[config.mk]
export PLATFORM = sky130hd
export DESIGN_NAME = stn_gray_lcd
export DESIGN_NICKNAME = d
export VERILOG_FILES = /design/src/rtl/stn_lcd_pkg.sv /design/src/rtl/stnTimingCtrl.sv /design/src/rtl/stnPixelPath.sv /design/src/rtl/stn_gray_lcd.sv
export SDC_FILE = /design/constraint.sdc
export NUM_CORES = 1
export LEC_CHECK = 0
export BUFFER_PORTS_ARGS = -buffer_cell sky130_fd_sc_hd__clkbuf_2
export CAP_MARGIN = 15
export CORE_UTILIZATION = 35
export CTS_CLUSTER_DIAMETER = 200
export DETAILED_ROUTE_END_ITERATION = 12
export GPL_ROUTABILITY_DRIVEN = 1
export GPL_TIMING_DRIVEN = 1
export SYNTH_ARGS = -nofsm -noshare
export SYNTH_HDL_FRONTEND = slang
export SYNTH_SLANG_ARGS = --single-unit
[constraint.sdc]
create_clock -name clk -period 3.4 [get_ports clk]
set_input_delay 0.68 -clock clk [delete_from_list [all_inputs] [get_ports clk]]
set_output_delay 0.68 -clock clk [all_outputs]
set_load 0.01 [all_outputs]
[src/rtl/stn_lcd_pkg.sv]
package stn_lcd_pkg;
  localparam int WORD_W    = 32;
  localparam int FRAME_W   = 13;
  localparam int LINE_F_W  = 6;
  localparam int DIV_W     = 6;
  localparam int AC_W      = 5;
  localparam int UNIT_BITS = 128;
  localparam int LINE_UNIT = 16;
  localparam int UNIT_SH   = $clog2(UNIT_BITS / WORD_W);
  localparam int ADDR_W    = FRAME_W + UNIT_SH;
  localparam int LINE_W    = LINE_F_W + $clog2(LINE_UNIT);
  localparam int BIT_IDX_W = $clog2(WORD_W);
  localparam int LEVEL_W   = 4;

  typedef struct packed {
    logic                deepEn;
    logic                grayEn;
    logic [AC_W-1:0]     acPre;
    logic [DIV_W-1:0]    pixPre;
    logic [LINE_F_W-1:0] lineLen;
    logic [FRAME_W-1:0]  frameSize;
  } lcdCfg_t;

  typedef struct packed {
    logic                 running;
    logic                 pixTick;
    logic                 lineEnd;
    logic                 acFlip;
    logic                 firstLine;
    logic [1:0]           bppLog;
    logic [BIT_IDX_W-1:0] bitOff;
  } lcdStrobe_t;
endpackage

[src/rtl/stnTimingCtrl.sv]
module stnTimingCtrl
  import stn_lcd_pkg::*;
(
  input  logic              clk,
  input  logic              rstN,
  input  logic              ctrlEn,
  input  logic              cfgWrEn,
  input  logic [WORD_W-1:0] cfgWrData,
  output logic [ADDR_W-1:0] memAddr,
  output lcdStrobe_t        strb
);
  lcdCfg_t cfgReg;
  logic [DIV_W-1:0]     divCnt;
  logic [BIT_IDX_W-1:0] pixInWord;
  logic [ADDR_W-1:0]    wordIdx;
  logic [LINE_W-1:0]    pixInLine;
  logic [AC_W-1:0]      acCnt;
  logic                 firstLine;

  logic [1:0]           bppLog;
  logic [BIT_IDX_W-1:0] lastPixInWord;
  logic [ADDR_W-1:0]    lastWord;
  logic [LINE_W-1:0]    lineLast;
  logic pixTick, wordEnd, frameEnd, lineEnd, acFlip;

  always_ff @(posedge clk or negedge rstN) begin
    if (!rstN) cfgReg <= '0;
    else if (cfgWrEn && !ctrlEn) cfgReg <= lcdCfg_t'(cfgWrData);
  end

  always_comb begin
    if (cfgReg.grayEn && cfgReg.deepEn) bppLog = 2'd2;
    else if (cfgReg.grayEn)             bppLog = 2'd1;
    else                                bppLog = 2'd0;
    lastPixInWord = BIT_IDX_W'(WORD_W - 1) >> bppLog;
    lastWord      = {cfgReg.frameSize, {UNIT_SH{1'b1}}};
    lineLast      = {cfgReg.lineLen, {($clog2(LINE_UNIT)){1'b1}}};
    pixTick  = ctrlEn && (divCnt == cfgReg.pixPre);
    wordEnd  = (pixInWord == lastPixInWord);
    frameEnd = wordEnd && (wordIdx == lastWord);
    lineEnd  = (pixInLine == lineLast) || frameEnd;
    acFlip   = pixTick && lineEnd && (acCnt == cfgReg.acPre);
  end

  always_ff @(posedge clk or negedge rstN) begin
    if (!rstN) begin
      divCnt <= '0; pixInWord <= '0; wordIdx <= '0;
      pixInLine <= '0; acCnt <= '0; firstLine <= 1'b1;
    end else if (!ctrlEn) begin
      divCnt <= '0; pixInWord <= '0; wordIdx <= '0;
      pixInLine <= '0; acCnt <= '0; firstLine <= 1'b1;
    end else if (pixTick) begin
      divCnt    <= '0;
      pixInWord <= wordEnd ? '0 : pixInWord + 1'b1;
      if (frameEnd)     wordIdx <= '0;
      else if (wordEnd) wordIdx <= wordIdx + 1'b1;
      pixInLine <= lineEnd ? '0 : pixInLine + 1'b1;
      if (frameEnd)     firstLine <= 1'b1;
      else if (lineEnd) firstLine <= 1'b0;
      if (lineEnd)      acCnt <= acFlip ? '0 : acCnt + 1'b1;
    end else begin
      divCnt <= divCnt + 1'b1;
    end
  end

  assign memAddr = wordIdx;

  always_comb begin
    strb.running   = ctrlEn;
    strb.pixTick   = pixTick;
    strb.lineEnd   = lineEnd;
    strb.acFlip    = acFlip;
    strb.firstLine = firstLine;
    strb.bppLog    = bppLog;
    strb.bitOff    = pixInWord << bppLog;
  end

  // control word frozen while running
  assert_cfg_frozen_R12: assert property (@(posedge clk) disable iff (!rstN)
    (ctrlEn && cfgWrEn) |=> $stable(cfgReg));
  // word address never leaves the frame
  assert_word_in_frame_R9: assert property (@(posedge clk) disable iff (!rstN)
    ctrlEn |-> (wordIdx <= lastWord));
  // divider stays within its period
  assert_div_bound_R2: assert property (@(posedge clk) disable iff (!rstN)
    ctrlEn |-> (divCnt <= cfgReg.pixPre));
endmodule

[src/rtl/stnPixelPath.sv]
module stnPixelPath
  import stn_lcd_pkg::*;
(
  input  logic               clk,
  input  logic               rstN,
  input  logic               palWrEn,
  input  logic               palWrHigh,
  input  logic [WORD_W-1:0]  palWrData,
  input  logic [WORD_W-1:0]  memData,
  input  lcdStrobe_t         strb,
  output logic               pixClk,
  output logic               lineClk,
  output logic               frameMark,
  output logic               acBias,
  output logic [LEVEL_W-1:0] grayOut
);
  logic [WORD_W-1:0]  palBank [2];
  logic [WORD_W-1:0]  shifted;
  logic [3:0]         palIdx;
  logic [LEVEL_W-1:0] level;

  for (genvar b = 0; b < 2; b++) begin : g_bank
    always_ff @(posedge clk or negedge rstN) begin
      if (!rstN) palBank[b] <= '0;
      else if (palWrEn && (palWrHigh == 1'(b))) palBank[b] <= palWrData;
    end
  end

  always_comb begin
    shifted = memData >> strb.bitOff;
    case (strb.bppLog)
      2'd0:    palIdx = {3'b000, shifted[0]};
      2'd1:    palIdx = {2'b00, shifted[1:0]};
      default: palIdx = shifted[3:0];
    endcase
    if (strb.bppLog == 2'd0) level = {LEVEL_W{shifted[0]}};
    else level = palBank[palIdx[3]][{palIdx[2:0], 2'b00} +: LEVEL_W];
  end

  always_ff @(posedge clk or negedge rstN) begin
    if (!rstN) begin
      pixClk <= 1'b0; lineClk <= 1'b0; frameMark <= 1'b0; acBias <= 1'b0; grayOut <= '0;
    end else if (!strb.running) begin
      pixClk <= 1'b0; lineClk <= 1'b0; frameMark <= 1'b0; acBias <= 1'b0; grayOut <= '0;
    end else if (strb.pixTick) begin
      pixClk    <= 1'b1;
      lineClk   <= strb.lineEnd;
      frameMark <= strb.firstLine;
      acBias    <= acBias ^ strb.acFlip;
      grayOut   <= level;
    end else begin
      pixClk  <= 1'b0;
      lineClk <= 1'b0;
    end
  end

  // a line pulse always rides on a pixel strobe
  assert_cl1_on_pixel_R8: assert property (@(posedge clk) disable iff (!rstN)
    lineClk |-> pixClk);
  // bias moves only together with a line pulse
  assert_bias_on_cl1_R11: assert property (@(posedge clk) disable iff (!rstN)
    (strb.running && acBias != $past(acBias)) |-> lineClk);
  // mono pixels are full off or full on
  assert_mono_levels_R6: assert property (@(posedge clk) disable iff (!rstN)
    (strb.pixTick && strb.bppLog == 2'd0) |=> (grayOut == '0 || grayOut == '1));
  // nothing is emitted once disabled
  assert_idle_quiet_R3: assert property (@(posedge clk) disable iff (!rstN)
    !strb.running |=> (!pixClk && !lineClk && !acBias));
endmodule

[src/rtl/stn_gray_lcd.sv]
module stn_gray_lcd
  import stn_lcd_pkg::*;
(
  input  logic               clk,
  input  logic               rstN,
  input  logic               ctrlEn,
  input  logic               cfgWrEn,
  input  logic [WORD_W-1:0]  cfgWrData,
  input  logic               palWrEn,
  input  logic               palWrHigh,
  input  logic [WORD_W-1:0]  palWrData,
  output logic [ADDR_W-1:0]  memAddr,
  input  logic [WORD_W-1:0]  memData,
  output logic               pixClk,
  output logic               lineClk,
  output logic               frameMark,
  output logic               acBias,
  output logic [LEVEL_W-1:0] grayOut
);
  lcdStrobe_t strb;

  stnTimingCtrl u_ctrl (
    .clk(clk), .rstN(rstN), .ctrlEn(ctrlEn), .cfgWrEn(cfgWrEn),
    .cfgWrData(cfgWrData), .memAddr(memAddr), .strb(strb)
  );

  stnPixelPath u_path (
    .clk(clk), .rstN(rstN), .palWrEn(palWrEn), .palWrHigh(palWrHigh),
    .palWrData(palWrData), .memData(memData), .strb(strb),
    .pixClk(pixClk), .lineClk(lineClk), .frameMark(frameMark),
    .acBias(acBias), .grayOut(grayOut)
  );
endmodule

# Word-level counts from Yosys, hierarchy flattened
# Index checks and enable logic that the tools add are counted.
dict set report word_totals {
  inputBits 102
  elab_cells 93
  regBits 146
  out_inout_bits 23
}
dict set report classes {
  n_reduce_logical 14
  n_lt_le_gt_ge 1
  addsub 5
  shift 4
  n_bitwise 3
  n_mux 37
  eq_ne 10
}
# op count
set ops {}
lappend ops {{32-bit 2-to-1 mux} 3}
lappend ops {{15-bit 2-to-1 mux} 4}
lappend ops {{5-bit 2-to-1 mux} 7}
lappend ops {{32-bit by 6-bit indexed part select with 4-bit output} 1}
lappend ops {{32-bit by 5-bit >> shifter with 4-bit output} 1}
lappend ops {{10-bit 2-to-1 mux} 3}
lappend ops {{15-bit by 1-bit adder with 15-bit output, second input constant} 1}
lappend ops {{15-bit equality test} 1}
lappend ops {{1-bit 2-to-1 mux} 13}
lappend ops {{4-bit 2-to-1 mux} 3}
lappend ops {{6-bit 2-to-1 mux} 2}
lappend ops {{10-bit by 1-bit adder with 10-bit output, second input constant} 1}
lappend ops {{5-bit by 1-bit adder with 5-bit output, second input constant} 2}
lappend ops {{10-bit equality test} 1}
lappend ops {{5-bit equality test} 2}
lappend ops {{1-bit logical AND} 8}
lappend ops {{4-bit case mux with 2 select lines} 1}
lappend ops {{6-bit by 1-bit adder with 6-bit output, second input constant} 1}
lappend ops {{6-bit equality test} 1}
lappend ops {{3-bit by 1-bit inequality test with 1-bit output, second input constant} 2}
lappend ops {{2-bit AND reduction} 3}
lappend ops {{5-bit by 2-bit << shifter with 5-bit output} 1}
lappend ops {{5-bit by 2-bit >> shifter with 5-bit output, first input constant} 1}
lappend ops {{2-bit by 1-bit inequality test with 1-bit output, second input constant} 2}
lappend ops {{9 further kinds} 9}

# Depth between registers and ports, before layout
# Gate-level depths: netlist of the first run.
dict set report logic_depth {
  depth_word 13
  depth_mapped 14
  mapped_depth_nobuf 9
}

# By module
# From an unflattened synthesis of the first run, not the netlist that was laid out.
dict set report unflattened {
  hier_cells 694
  hier_area_um2 8175.3
}
# module n_inst cells_per_inst area_each_um2 seq_area_each_um2
set by_module_without_submodules {}
lappend by_module_without_submodules {stnPixelPath 1 309 4221.5 1801.7}
lappend by_module_without_submodules {stnTimingCtrl 1 385 3953.8 1853.0}

# Worst setup path after synthesis of the first run
# No wires, ideal clock.
dict set report synth_path {
  path_kind {register -> register}
  from {register u_ctrl.cfgReg[31] in the netlist's numbering}
  to {register u_path.grayOut[1]}
  slack_ns 0.594
  arrival_ns 2.669
  synth_period_minus_slack_ns 2.806
  path_buffers 1
  path_stages_with_launch 11
  cell_sequence {dfrtp_1 > buf_6 > nand3b_2 > nand2_4 > mux4_2 > a22oi_1 > o21ai_0 > or3_1 > and2_1 > a221oi_2 > a22oi_2}
}
dict set report synth_via {
  elab_chain_len 13
  elab_cells_between_ends 15
  classes_between {1 x eq/ne; 3 x shift; 8 x mux; 1 x bitwise; 2 x reduce/logical}
}
# item line
set synth_rtl {}
lappend synth_rtl {{from (decl)} stnTimingCtrl.sv:12} ;# lcdCfg_t cfgReg;
lappend synth_rtl {{from (signal assigned)} stnTimingCtrl.sv:28} ;# else if (cfgWrEn && !ctrlEn) cfgReg <= lcdCfg_t'(cfgWrData);
lappend synth_rtl {{1-bit logical AND *} stnTimingCtrl.sv:32} ;# if (cfgReg.grayEn && cfgReg.deepEn) bppLog = 2'd2;
lappend synth_rtl {{2-bit 2-to-1 mux *} stnTimingCtrl.sv:32}
lappend synth_rtl {{5-bit by 2-bit << shifter with 5-bit output} stnTimingCtrl.sv:75} ;# strb.bitOff = pixInWord << bppLog;
lappend synth_rtl {{32-bit by 5-bit >> shifter with 4-bit output} stnPixelPath.sv:30} ;# shifted = memData >> strb.bitOff;
lappend synth_rtl {{4-bit case mux with 2 select lines} stnPixelPath.sv:31} ;# case (strb.bppLog)
lappend synth_rtl {{1-bit inverter with 2-bit output (not written as such)} stnPixelPath.sv:37} ;# else level = palBank[palIdx[3]][{palIdx[2:0], 2'b00} +: LEVEL_W];
lappend synth_rtl {{32-bit 2-to-1 mux (not written as such) (3 in a row)} stnPixelPath.sv:37}
lappend synth_rtl {{32-bit by 6-bit indexed part select with 4-bit output} stnPixelPath.sv:37}
lappend synth_rtl {{4-bit 2-to-1 mux *} stnPixelPath.sv:36} ;# if (strb.bppLog == 2'd0) level = {LEVEL_W{shifted[0]}};
lappend synth_rtl {{4-bit 2-to-1 mux *} stnPixelPath.sv:45} ;# end else if (strb.pixTick) begin
lappend synth_rtl {{4-bit 2-to-1 mux *} stnPixelPath.sv:43} ;# end else if (!strb.running) begin
lappend synth_rtl {{to (signal assigned)} stnPixelPath.sv:50} ;# grayOut <= level;
lappend synth_rtl {{to (decl)} stnPixelPath.sv:15} ;# output logic [LEVEL_W-1:0] grayOut
# Mark *: on every way between the ends. The rest lies on a longest branch, timed or not. The select of a mux whose other input is x is not followed.
# A chain may end at the register's enable or synchronous reset.

# Worst setup path after layout of the first run
dict set report layout_path {
  from {register u_ctrl.pixInWord[1]}
  to {register u_path.grayOut[2]}
}
dict set report layout_via {
  elab_chain_len 11
}
# item line
set layout_rtl {}
lappend layout_rtl {{from (decl)} stnTimingCtrl.sv:14} ;# logic [BIT_IDX_W-1:0] pixInWord;
lappend layout_rtl {{from (signal assigned)} stnTimingCtrl.sv:54} ;# pixInWord <= wordEnd ? '0 : pixInWord + 1'b1;
lappend layout_rtl {{5-bit by 2-bit << shifter with 5-bit output *} stnTimingCtrl.sv:75}
lappend layout_rtl {{32-bit by 5-bit >> shifter with 4-bit output *} stnPixelPath.sv:30}
lappend layout_rtl {{4-bit case mux with 2 select lines} stnPixelPath.sv:31}
lappend layout_rtl {{1-bit inverter with 2-bit output (not written as such)} stnPixelPath.sv:37}
lappend layout_rtl {{32-bit 2-to-1 mux (not written as such) (3 in a row)} stnPixelPath.sv:37}
lappend layout_rtl {{32-bit by 6-bit indexed part select with 4-bit output} stnPixelPath.sv:37}
lappend layout_rtl {{4-bit 2-to-1 mux *} stnPixelPath.sv:36}
lappend layout_rtl {{4-bit 2-to-1 mux *} stnPixelPath.sv:45}
lappend layout_rtl {{4-bit 2-to-1 mux *} stnPixelPath.sv:43}
# Marks and branches as above.

==> summary.md, run 1 <==
| Metric | Value |
|---|---|
| Synthesized flop and latch total | 146 |
| Initial cell density of the core | about 36% |
| Hold_ws | 303.9 ps |
| Clk pwr share | 37.4% |
| Total die area | 23780 um2 |
| Int Power | 0.003338 W |
| Reg2reg end | u_path.grayOut[2] |
| Overflow after GRT | 0 |
| Pin count of the biggest net entering global routing | 79 |
| Worst-path maximum fanout | 19 |
| Worst path required time | ~3700 ps |
| Unrepaired setup endpoints after global routing | no |
| Period minus WS final | 3206 ps |
| Ports | 125 |
| Netlist cell types | 71 |
| Vias per Instance | 5.279 |
| Maximum buffer depth of the clock tree | 2 |
| First-pass GRT wire length | 34400 um |
| DP Wirelength | 15510 um |
| Clk_skew | 9.381 ps |
| FF+latch area | 3656 um2 |
| Htree depth | 4 |
| Mapped Area | 8109 um2 |
| Clock sink count | between 100 and 150 |
| Switching pwr | 0.001200 W |
| DRC | 0 |
| Reg2Reg Depth | 10 |
| DRT Pass-1 Iters | 4 |
| Critical path's slowest cell | dfrtp_1 |
| Utilization after layout | a little over two fifths |
| Post-synth EDFFs | 0 |
| Switching share of power | 26.44% |
| WL final | approximately 21000 um |
| Die H | 154.2 um |
| Leakage | 4.235 nW |
| Multi-input gate area | 4238 um2 |
| Fin. Hold Viols | 0 |
| Reg2reg start | u_ctrl.pixInWord[1] |
| Post-CTS Setup Inserts | 0 |
| Cell Chain, Critical Path | and2b_1 -> o21ai_0 -> a222oi_1 -> a211oi_1 -> o21ai_2 -> buf_12 -> mux4_2 -> nand3b_1 -> a31o_2 -> o211ai_1 |
| GPL Wtd Cong | 0.8902 |
| PwrDens | 465.2 nW/um2 |
| Fraction of layout cells with a size suffix above 1 | slightly below 40% |
| Largest stage delay on the critical path | 660 ps |
| Crit share post-route | 94.31% |
| Placement Setup Slack | 234.4 ps |
| Hold_buf cts | 0 |
| DR WL/cell | 18.33 um |
| Yosys warns | 0 |
| Setup ws final | 193.6 ps |
| Commonest non-fill, non-tap cell in the layout | dfrtp_1 |
| Initial antenna violation count | 0 |
| Mapped Cells | 708 |
| Crit-path leading delay family | compound AO/OA/AOI/OAI gates |
| VDD IR max | between 300 and 400 uV |
| Core box area | 22710 um2 |
| Nets | 955 |
| Crit path DAT | 3490 ps |
| Worst-Margin Slew | between 700 and 800 ps |
| Diodes inserted | 0 |
| GR Util All Layers | 18.55% |
| I/O Buffers | 124 |
| Filler cell count | 2196 |
| Seq pwr share | 44.9% |
| Post-Syn Nets | 815 |
| Leading cell types in the layout, fill and taps excluded | dfrtp_1 (144), clkbuf_2 (123), mux2_2 (107) |
| TritonCTS buffer count | 17 |
| CTS tree | built |
| Reg clk slew, reported paths | 60 ps |
| PostCTS Resize Cnt | 0 |
| Setup Viol. Count Final | 0 |
| Setup_tns | 0 ps |
| Status | finished clean |
| CP Buf/Inv Count | 1 |
| Clk_lat worst skew | 420 ps |
| 1st-iter DRT viols | around 330 |
| Clock Root Buffer | clkbuf_16 |
| Rows | 55 |
| Setup crit start kind | register |
| Max-cap viol count | 0 |
| Worst slew margin | 50.77% |
| Area delta synth->final | 20.27% |
| DIE WIDTH | 154.2 um |
| Post-route ant nets | 0 |
| Max-slew violation count | 0 |
| Avg Cell Area, Syn | 11.45 um2 |
| Logic gate share of total power | between 15 and 20% |
| Worst Path Class, Setup | register to register |
| Seq/Total Area, Yosys | approximately 45% |
| Fmax | between 0.3 and 0.4 GHz |
| Placed insts | 1114 |
| Layout Cells excl Fill | 1145 |
| Worst setup EP type | register |
| FFs w/ async S/R, synth | 100.0% |
| Worst Hold Class | input pin to asynchronous set/reset pin |
| Flop2flop setup slack | 190 ps |
| Stages on the worst setup path | 10 |
| Top FF cell, synth | dfrtp_1 |
| Vias | 6044 |
| Vias in the first global route | about 6200 |
registers in the layout, indices dropped and copies added, names as in the netlist, 4 cells and up:
signal,flops
u_path.palBank,64
u_ctrl.cfgReg,32
u_ctrl.memAddr,15
u_ctrl.pixInLine,10
u_ctrl.divCnt,6
u_ctrl.acCnt,5
u_ctrl.pixInWord,5
u_path.grayOut,4
metal layers:
metal  track usage, %  share of wire [%]  vias up
li1                 -                  -     2849
met2            28.57                 46      164
met3            3.699                5.1       26
met5                0                  0        -
met1            25.92                 47     3005
met4            6.619                2.0        0
power by group through the flow:
stage | Combinational [W] | Clock, W | Sequential, W
final | 0.000805 | 0.00169 | 0.00204
after global routing | 0.000884 | 0.00181 | 0.00206
after CTS | 0.000810 | 0.00175 | 0.00204
after detailed placement | 0.000806 | 0 | 0.00207
after global placement | 0.000801 | 0 | 0.00207
after floorplan | 0.000552 | 0 | 0.00202
synthesized netlist by cell type (11+ instances only):
master	n	area, um2
o211ai_1	11	82.58
inv_1	11	41.29
dfrtp_1	145	3628
mux2i_1	31	310.3
clkbuf_1	15	56.30
nor2_1	38	142.6
and3_1	12	75.07
o21ai_0	18	90.09
nand2_1	53	198.9
mux4_2	19	427.9
nand3_1	28	140.1
mux2_2	107	1205
xor2_1	31	271.5
xnor2_1	29	254.0
logic make-up after synthesis:
logic type / after synthesis / share of synthesized area, %
buffers and inverters: 50 / 2.839
and+or+nand+nor: 199 / 12.61
adders and majority gates: 6 / 0.8949
xor gates and xnor gates: 60 / 6.480
DFF: 146 / 45.07
muxes: 159 / 24.41
AOI/OAI and AO/OA: 88 / 7.700
how the worst max path moves through the flow:
stage                   startpoint                end  slack [ps]
2_1_floorplan    u_ctrl.cfgReg[31]  u_path.grayOut[1]         590
3_3_place_gp   u_ctrl.pixInWord[1]  u_path.grayOut[2]         250
3_5_place_dp   u_ctrl.pixInWord[1]  u_path.grayOut[0]         230
4_1_cts        u_ctrl.pixInWord[1]  u_path.grayOut[2]         200
5_1_grt        u_ctrl.pixInWord[1]  u_path.grayOut[3]          30
6_report       u_ctrl.pixInWord[1]  u_path.grayOut[2]         190
area by class of cell:
class,instances,share of cell area (%)
Multi-Input combinational cell,512,43.45
Sequential cell,146,37.49
Timing Repair Buffer,159,9.506
Clock buffer,22,4.554
Tap cell,285,3.656
Clock inverter,9,0.8852
Inverter,12,0.4618
per-stage QoR:
step | total power [W] | instance area [um2]
floorplan | 0.002570 | 8109
global placement | 0.002868 | 9221
detailed placement | 0.002875 | 9221
CTS | 0.004594 | 9752
global route | 0.004750 | 9753
finish | 0.004537 | 9753
(Power assumes the default switching activity.)
==> run 2, diff against run 1 <==
--- a/config.mk
+++ b/config.mk
@@ -7,11 +7,12 @@
 export LEC_CHECK = 0
 export BUFFER_PORTS_ARGS = -buffer_cell sky130_fd_sc_hd__clkbuf_2
 export CAP_MARGIN = 15
-export CORE_UTILIZATION = 35
+export CORE_UTILIZATION = 58
 export CTS_CLUSTER_DIAMETER = 200
 export DETAILED_ROUTE_END_ITERATION = 12
 export GPL_ROUTABILITY_DRIVEN = 1
 export GPL_TIMING_DRIVEN = 1
+export PLACE_DENSITY = 0.81
 export SYNTH_ARGS = -nofsm -noshare
 export SYNTH_HDL_FRONTEND = slang
 export SYNTH_SLANG_ARGS = --single-unit
==> run 2 against run 1 <==
  * Global-route usage rose by 14 points
  * Fmax about the same
  * Total power rose by 3.5%
  * Final cell count down 9.3%
==> summary.md, run 2 (synthesis gave the netlist of run 1 again) <==
| Metric | Value |
|---|---|
| First-pass GRT wire length | 35160 um (was 34400 um) |
| Post-CTS Setup Inserts | 0 (unchanged) |
| Period minus WS final | 3208 ps (was 3206 ps) |
| GR Util All Layers | 32.10% (was 18.55%) |
| PostCTS Resize Cnt | 0 (unchanged) |
| Die H | 120.2 um (was 154.2 um) |
| Final Instance Area | 9674 um2 (was 9753 um2) |
| Total die area | 14460 um2 (was 23780 um2) |
| Clock Root Buffer | clkbuf_16 (unchanged) |
| Clk_skew | 6.285 ps (was 9.381 ps) |
| DRT Pass-1 Iters | 5 (was 4) |
| Worst-Margin Slew | 646.3 ps (was 738.5 ps) |
| Setup_tns | 0 ps (unchanged) |
| PwrDens | 485.4 nW/um2 (was 465.2 nW/um2) |
| Maximum buffer depth of the clock tree | 2 (unchanged) |
| Worst slew margin | 56.91% (was 50.77%) |
| Seq pwr share | 43.4% (was 44.9%) |
| 1st-iter DRT viols | 514 (was 331) |
| Largest Register | u_path.palBank (unchanged) |
| CTS tree | built (unchanged) |
| FF+latch area | 3657 um2 (was 3656 um2) |
| Placed insts | 1008 (was 1114) |
| VDD IR max | 435.0 uV (was 320.3 uV) |
| Vias in the first global route | 6598 (was 6185) |
| Nets | 958 (was 955) |
| Crit share post-route | 94.36% (was 94.31%) |
| Layout Cells excl Fill | 1039 (was 1145) |
| DRC | 0 (unchanged) |
| Initial cell density of the core | 60.28% (was 35.71%) |
| Post-route ant nets | 0 (unchanged) |
| Vias per Instance | 6.066 (was 5.279) |
| Switching pwr | 0.001229 W (was 0.001200 W) |
| Htree depth | 4 (unchanged) |
| Filler cell count | 977 (was 2196) |
| Hold_ws | 175.9 ps (was 303.9 ps) |
| Ports | 125 (unchanged) |
| Diodes inserted | 0 (unchanged) |
| Switching share of power | 26.17% (was 26.44%) |
| Unrepaired setup endpoints after global routing | no (unchanged) |
| Worst setup EP type | register (unchanged) |
| Largest stage delay on the critical path | 620 ps (was 660 ps) |
| Reg clk slew, reported paths | 60 ps (about the same) |
| Hold_buf cts | 0 (unchanged) |
| Vias | 6303 (was 6044) |
| Core box area | 13450 um2 (was 22710 um2) |
| TritonCTS buffer count | 17 (unchanged) |
| Logic gate share of total power | 17.7% (about the same) |
| I/O Buffers | 124 (unchanged) |
| Pin count of the biggest net entering global routing | 66 (was 79) |
| Worst path required time | 3730 ps (was 3680 ps) |
| Fraction of layout cells with a size suffix above 1 | 39.86% (was 39.07%) |
| Fmax | 0.3117 GHz (was 0.3119 GHz) |
| Worst Path Class, Setup | register to register (unchanged) |
| Clk_lat worst skew | 420 ps (about the same) |
| GPL Wtd Cong | 0.9637 (was 0.8902) |
| Total power | 0.004696 W (was 0.004537 W) |
| Clk pwr share | 38.9% (was 37.4%) |
| Leakage | 4.265 nW (was 4.235 nW) |
| DP Wirelength | 15460 um (was 15510 um) |
| DR WL/cell | 20.90 um (was 18.33 um) |
| Cell Chain, Critical Path | clkinv_1 -> o21ai_4 -> buf_4 -> mux4_2 -> nor3_1 -> nor3_1 -> or3_4 -> o21ai_1 -> o211ai_1 -> o211ai_1 (was and2b_1 -> o21ai_0 -> a222oi_1 -> a211oi_1 -> o21ai_2 -> buf_12 -> mux4_2 -> nand3b_1 -> a31o_2 -> o211ai_1) |
| Multi-input gate area | 4234 um2 (was 4238 um2) |
| Critical path's slowest cell | dfrtp_1 (unchanged) |
| Commonest non-fill, non-tap cell in the layout | dfrtp_1 (unchanged) |
| Clock sink count | 146 (unchanged) |
| Max FFs per register | 64 (unchanged) |
| WL final | 21710 um (was 20990 um) |
| Area post-placement | 9090 um2 (was 9221 um2) |
| Status | finished clean (unchanged) |
| DIE WIDTH | 120.2 um (was 154.2 um) |
| Leading cell types in the layout, fill and taps excluded | dfrtp_1 (143), clkbuf_2 (123), mux2_2 (107) (was dfrtp_1 (144), clkbuf_2 (123), mux2_2 (107)) |
| Crit path DAT | 3540 ps (was 3490 ps) |
| Setup Viol. Count Final | 0 (unchanged) |
| Rows | 42 (was 55) |
| Worst-path maximum fanout | 15 (was 19) |
| Fin. Hold Viols | 0 (unchanged) |
| Worst Hold Class | input pin to asynchronous set/reset pin (unchanged) |
| Max-cap viol count | 0 (unchanged) |
| Overflow after GRT | 0 (unchanged) |
| Int Power | 0.003467 W (was 0.003338 W) |
| Max-slew violation count | 0 (unchanged) |
| Initial antenna violation count | 0 (unchanged) |
| Area delta synth->final | 19.30% (was 20.27%) |
| Setup crit start kind | register (unchanged) |
==> run 2: cell count changes in the layout (fill, tap and decap cells not counted), moves of 2 or more <==
cell / previous run / this run
buf_4: 32 / 36
clkbuf_1: 5 / 2
clkbuf_8: 0 / 3
clkinv_4: 3 / 1
==> run 2: critical path, delay by kind of cell, from the launching register on <==
family | cells | cell delay [ps]
muxes | 1 | 300
buffers and inverters | 2 | 430
DFF | 1 | 620
and+or+nand+nor | 3 | 770
AOI/OAI and AO/OA | 4 | 990
==> run 2: area by class of cell <==
| class | instances | share of cell area [%] |
|---|---|---|
| Sequential cell | 146 | 37.80 |
| Clock buffer | 22 | 4.902 |
| Multi-Input combinational cell | 512 | 43.77 |
| Tap cell | 176 | 2.276 |
| Inverter | 12 | 0.4656 |
| Clock inverter | 9 | 1.099 |
| Timing Repair Buffer | 162 | 9.687 |
==> run 2: worst paths after layout <==
kind | from | endpoint | slack (ps) | depth (start not counted)
min in group clk | cfgWrData[18] | u_ctrl.cfgReg[18] | 490 | 2
setup reg to reg | u_ctrl.cfgReg[30] | u_path.grayOut[3] | 190 | 10
max in group asynchronous | rstN | u_ctrl.pixInWord[1] | 2380 | 2
hold / removal | rstN | u_path.palBank[32] | 180 | 1
setup / recovery | u_ctrl.cfgReg[30] | u_path.grayOut[3] | 190 | 10
hold reg to reg | u_path.palBank[42] | u_path.palBank[42] | 500 | 1
==> run 2: per-stage QoR <==
| step | utilization (%) | setup WS [ps] |
|---|---|---|
| global route | 71.91 | 35.14 |
| detailed placement | 67.57 | 128.3 |
| floorplan | - | 594.3 |
| finish | 71.91 | 191.7 |
| CTS | 71.88 | 80.44 |
| global placement | 67.57 | 127.3 |
==> run 2: metal layers <==
metal,wire length [um],GRT usage (%)
met5,0,0
met4,666,13.73
met3,1294,6.698
met2,10740,52.84
met1,9018,41.27
==> run 2: power groups by stage <==
stage | logic (W) | clock network, W | registers, W
CTS | 0.000826 | 0.00185 | 0.00204
floorplan | 0.000552 | 0 | 0.00202
finish | 0.000830 | 0.00183 | 0.00204
detailed placement | 0.000806 | 0 | 0.00207
global route | 0.000892 | 0.00193 | 0.00206
global placement | 0.000782 | 0 | 0.00205
